### src/rtl/uart_rx_fifo_status.sv
module uart_rx_fifo_status #(
  parameter int DEPTH = 3,
  parameter int DW    = 8
) (
  input  logic          clk,
  input  logic          rst_n,
  input  logic          md_mode,
  input  logic          rx_valid,
  input  logic [DW-1:0] rx_data,
  input  logic          rx_brk,
  input  logic          rx_ferr,
  input  logic          rx_pflag,
  input  logic          rd_en,
  input  logic          err_clr,
  input  logic          tx_empty,
  input  logic          tx_ready,
  output logic [DW-1:0] rd_data,
  output logic [7:0]    status
);
  localparam int EW = DW + 3;
  localparam int PW = (DEPTH > 1) ? $clog2(DEPTH) : 1;
  localparam int CW = $clog2(DEPTH + 1);

  logic [EW-1:0] mem [DEPTH];
  logic [PW-1:0] wp, rp;
  logic [CW-1:0] cnt;
  logic [EW-1:0] hold;
  logic          hold_v;
  logic          ovr, sup;

  logic          full, nempty, pop, push, ovr_ev;
  logic [EW-1:0] arr, push_ent, head;

  function automatic logic [PW-1:0] nxt(input logic [PW-1:0] p);
    return (p == PW'(DEPTH - 1)) ? '0 : p + 1'b1;
  endfunction

  assign arr      = {rx_brk, rx_ferr, rx_pflag, rx_data};
  assign full     = (cnt == CW'(DEPTH));
  assign nempty   = (cnt != '0);
  assign pop      = rd_en && nempty;
  assign push     = !full && (hold_v || rx_valid);
  assign push_ent = hold_v ? hold : arr;
  assign ovr_ev   = rx_valid && hold_v && full;
  assign head     = mem[rp];

  always_ff @(posedge clk or negedge rst_n) begin
    if (!rst_n) begin
      wp      <= '0;
      rp      <= '0;
      cnt     <= '0;
      hold    <= '0;
      hold_v  <= 1'b0;
      ovr     <= 1'b0;
      sup     <= 1'b0;
      rd_data <= '0;
    end else begin
      if (push) begin
        mem[wp] <= push_ent;
        wp      <= nxt(wp);
      end
      if (pop) begin
        rp      <= nxt(rp);
        rd_data <= head[DW-1:0];
      end
      cnt <= cnt + CW'(push) - CW'(pop);

      if (rx_valid && (hold_v || full)) begin
        hold   <= arr;
        hold_v <= 1'b1;
      end else if (hold_v && !full) begin
        hold_v <= 1'b0;
      end

      if (ovr_ev)                ovr <= 1'b1;
      else if (rd_en || err_clr) ovr <= 1'b0;

      if (pop || !nempty) sup <= 1'b0;
      else if (err_clr)   sup <= 1'b1;
    end
  end

  assign status[7] = nempty && !sup && head[EW-1];
  assign status[6] = nempty && !sup && head[EW-2];
  assign status[5] = nempty && (md_mode || !sup) && head[EW-3];
  assign status[4] = ovr;
  assign status[3] = tx_empty;
  assign status[2] = tx_ready;
  assign status[1] = full;
  assign status[0] = nempty;
endmodule


### config.mk
export PLATFORM = sky130hd
export DESIGN_NAME = uart_rx_fifo_status
export DESIGN_NICKNAME = d
export VERILOG_FILES = /design/src/rtl/uart_rx_fifo_status.sv
export SDC_FILE = /design/constraint.sdc
export NUM_CORES = 1
export LEC_CHECK = 0
export ABC_AREA = 1
export BUFFER_PORTS_ARGS = -buffer_cell sky130_fd_sc_hd__buf_2
export CELL_PAD_IN_SITES_DETAIL_PLACEMENT = 1
export CELL_PAD_IN_SITES_GLOBAL_PLACEMENT = 2
export CORE_ASPECT_RATIO = 1.2
export CORE_MARGIN = 8
export CORE_UTILIZATION = 35
export CTS_BUF_LIST = sky130_fd_sc_hd__clkbuf_4
export CTS_CLUSTER_DIAMETER = 60
export DETAILED_ROUTE_END_ITERATION = 6
export GPL_ROUTABILITY_DRIVEN = 0
export PLACE_DENSITY = 0.84
export SYNTH_ARGS = -nofsm -noshare
export SYNTH_HDL_FRONTEND = slang
export SYNTH_SLANG_ARGS = --single-unit
export TNS_END_PERCENT = 1
### constraint.sdc
create_clock -name clk -period 2.5 [get_ports clk]
set_input_delay 0.25 -clock clk [delete_from_list [all_inputs] [get_ports clk]]
set_output_delay 0.25 -clock clk [all_outputs]
set_load 0.01 [all_outputs]
==> results by group <==
Critical path
  • Critical Path Start: rp[1]
  • Worst-path fanout max: 13
  • Element type at the critical path start: flip-flop
  • RR Endpoint: cnt[1]
  • Worst path arrival time: 1.86 ns
  • Reg-to-reg startpoint: cnt[1]
  • Reg-to-reg setup timing slack: 0.71 ns
  • Crit end category: output pin
  • Worst Reg-to-Reg Cells: 8
  • Data required time at the worst endpoint: 2.25 ns
  • Type of the worst setup path: flip-flop to output pin

GRT
  • Wire length of the first global-routing pass: 8.97 mm
  • Total global-route track usage: 10.9%
  • Pin count of the biggest net entering global routing: 29
  • Number of global-route vias before repair: 1949
  • Antenna violations before repair: 1
  • Overflow after GRT: 0

Drt
  • Vias after detailed routing: 1760
  • Wire length per cell after detailed routing: roughly 13 um
  • Number of design-rule violations left by the first detailed-router iteration: 34
  • Final wirelength: 5.16 mm
  • Remaining number of nets flagged by the antenna check after routing: 0
  • Detailed-router iteration count before antenna repair: 4
  • Post-DR vias/cell: 4.57
  • DRC violations left: 0

Synthesis
  • Number of distinct standard cells referenced by the synthesized netlist: 20
  • Summed instance area of the synthesized netlist: 2630 sq um
  • Post-Synthesis Cells: 255
  • Yosys warnings: 0
  • Seq/Total Area, Yosys: 64.4%
  • Mean cell area of the mapped netlist: roughly 10 sq um
  • Synthesized Nets: 276
  • Flops & latches, synth: 61

Die
  • Core area: ~7300 sq um
  • Total number of placement rows: 34
  • Total I/O pin count: 35
  • Horizontal extent of the die: 95.1 um
  • Die ar.: 10500 sq um
  • Initial standard-cell utilization of the core: 36.1%
  • Vertical die dimension: around 110 um

Final layout
  • Final design utilization: around two fifths
  • Most common library cell in the layout ignoring fill and taps: nand2_1
  • Register cell area after layout: 1690 sq um
  • Layout overhead on the synthesized area: 13.1%
  • Multi-input gate area in the final layout: 747 sq um
  • Fraction of layout cells with a size suffix above 1: 23.1%
  • Top library cells by usage in the layout, fill and taps aside: nand2_1 (81), edfxtp_1 (33), buf_2 (30), dfrtp_1 (28), nand3_1 (25)
  • Number of nets in the layout: 310
  • Fill count: 841

Pwr
  • Sum of internal, switching and leakage power: 3.37 mW
  • Leak: 1.35 nW
  • Maximum vdd ir drop: between 0.3 and 0.4 mV
  • Power Dens Cells: approximately 1100 nW/um^2

Hold path
  • Type of the tightest min-delay check: input pin to flip-flop
  • Instance count along the most critical hold path: 2
  • Hold-critical path endpoint: sup
  • Start point of the worst hold path: rd_en

CTS
  • H-tree lvl count: 3
  • Clock Sink Count: 61
  • Clock latency reported for the late side of the worst-skew pair: ~0.40 ns
  • CTS clock-pin slew for the worst setup and hold paths: 0.11 ns
  • CTS hold repair buffers: 1
  • CTS tree: built
  • Number of CTS-inserted buffers: 9
  • Number of gates resized after CTS: 0
  • Number of buffers between clock root and the deepest sink: 2
  • Number of setup buffers added after CTS: 0
  • Clock root buffer: clkbuf_4

Timing
  • Setup violators final: 0
  • Clock Skews: between 0.01 and 0.015 ns
  • Final worst-path cycle share: 84.4%
  • Final Worst Setup Slack: 0.390 ns
  • Highest Clock Rate: 474 MHz
  • Setup repair after global routing missed its margin: false
  • Hold Vio Cnt, Final: 0
  • Minimum period implied by the final worst setup slack: 2.11 ns
  • Max-slew violation total from the final report: 0
  • Worst-margin pin slew: 0.513 ns
  • Final total negative setup slack: 0 ns
  • Worst max-slew margin expressed relative to the limit: 65.7%

Flow run
  • Max cap viols: 0

Place
  • Setup slack at placement: between 0.6 and 0.7 ns
  • HPWL after detailed placement: roughly 3.8 mm
  • Count of input and output buffers: 30

Outcome
  • Result of the run: completed
## sequential cells by signal, summed over array words and instances (netlist names)
register	count
rp	2
ovr	1
rd_data	8
cnt	2
hold	11
hold_v	1
wp	2
mem	33
sup	1
## cells in the mapped netlist
library cell | count | area share, %
nand2_1 | 81 | 12
edfxtp_1 | 33 | 38
dfrtp_1 | 28 | 27
nand3_1 | 25 | 4.8
inv_1 | 24 | 3.4
o21ai_0 | 15 | 2.9
nor2_1 | 12 | 1.7
o21ai_2 | 11 | 3.7
buf_4 | 6 | 1.7
buf_2 | 5 | 0.95
nand2_2 | 3 | 0.72
buf_6 | 2 | 0.86
ha_1 | 2 | 0.95
nor2_4 | 2 | 0.86
a211oi_1 | 1 | 0.29
a21oi_1 | 1 | 0.19
clkbuf_1 | 1 | 0.14
o21ai_1 | 1 | 0.19
xnor2_1 | 1 | 0.33
xor2_1 | 1 | 0.33
## worst max-delay path by stage
| stage | cells past startpoint | endpoint |
|---|---|---|
| after floorplan | 9 | cnt[1] |
| final | 6 | status[5] |
| after CTS | 6 | status[5] |
| after global placement | 8 | cnt[1] |
| after detailed placement | 8 | cnt[1] |
| after global routing | 6 | status[5] |
## routing by layer
layer / wire length [um] / track usage, %
met1: 2200 / 12.5
met2: 2540 / 17.1
met3: 286 / 2.64
met4: 134 / 8.14
met5: 0 / 0
## worst max-delay path, stage by stage, from the launching register on
cell and delay [ns]:
dfrtp_1 0.65, inv_1 0.35, nand3_1 0.15, nand3_1 0.08, nand2_1 0.07, inv_1 0.03, buf_2 0.13
## cells by family after synthesis
group / count (synthesis) / share of synthesized area (%)
AND/OR/NAND/NOR: 123 / 19.6
flip-flops: 61 / 64.4
buffers and inverters: 38 / 7.10
AO/OA/AOI/OAI: 29 / 7.20
XOR/XNOR: 2 / 0.667
adder cells (fa/ha/maj): 2 / 0.953
## power by group
part           internal (mW)  switching [mW]
Sequential              1.41           0.196
Clock                  0.206           0.377
Combinational          0.429           0.752
## area by class of cell
type	instances	share of cell area, %
sequential	61	57.0
clock inverter	7	1.73
clock buffer	9	2.28
antenna	1	0.0843
multi-input combinational	156	25.2
inverter	24	3.04
timing repair buffer	37	6.91
tap	90	3.79
## through the flow
stage               std cells  cell area, sq um  hold slack [ns]
finish                    385              2970           0.0459
global route              385              2970           0.0255
CTS                       384              2970           0.0145
detailed placement        367              2840            0.308
global placement          367              2840            0.310
floorplan                 255              2630          -0.0456
(Power assumes the default switching activity.)
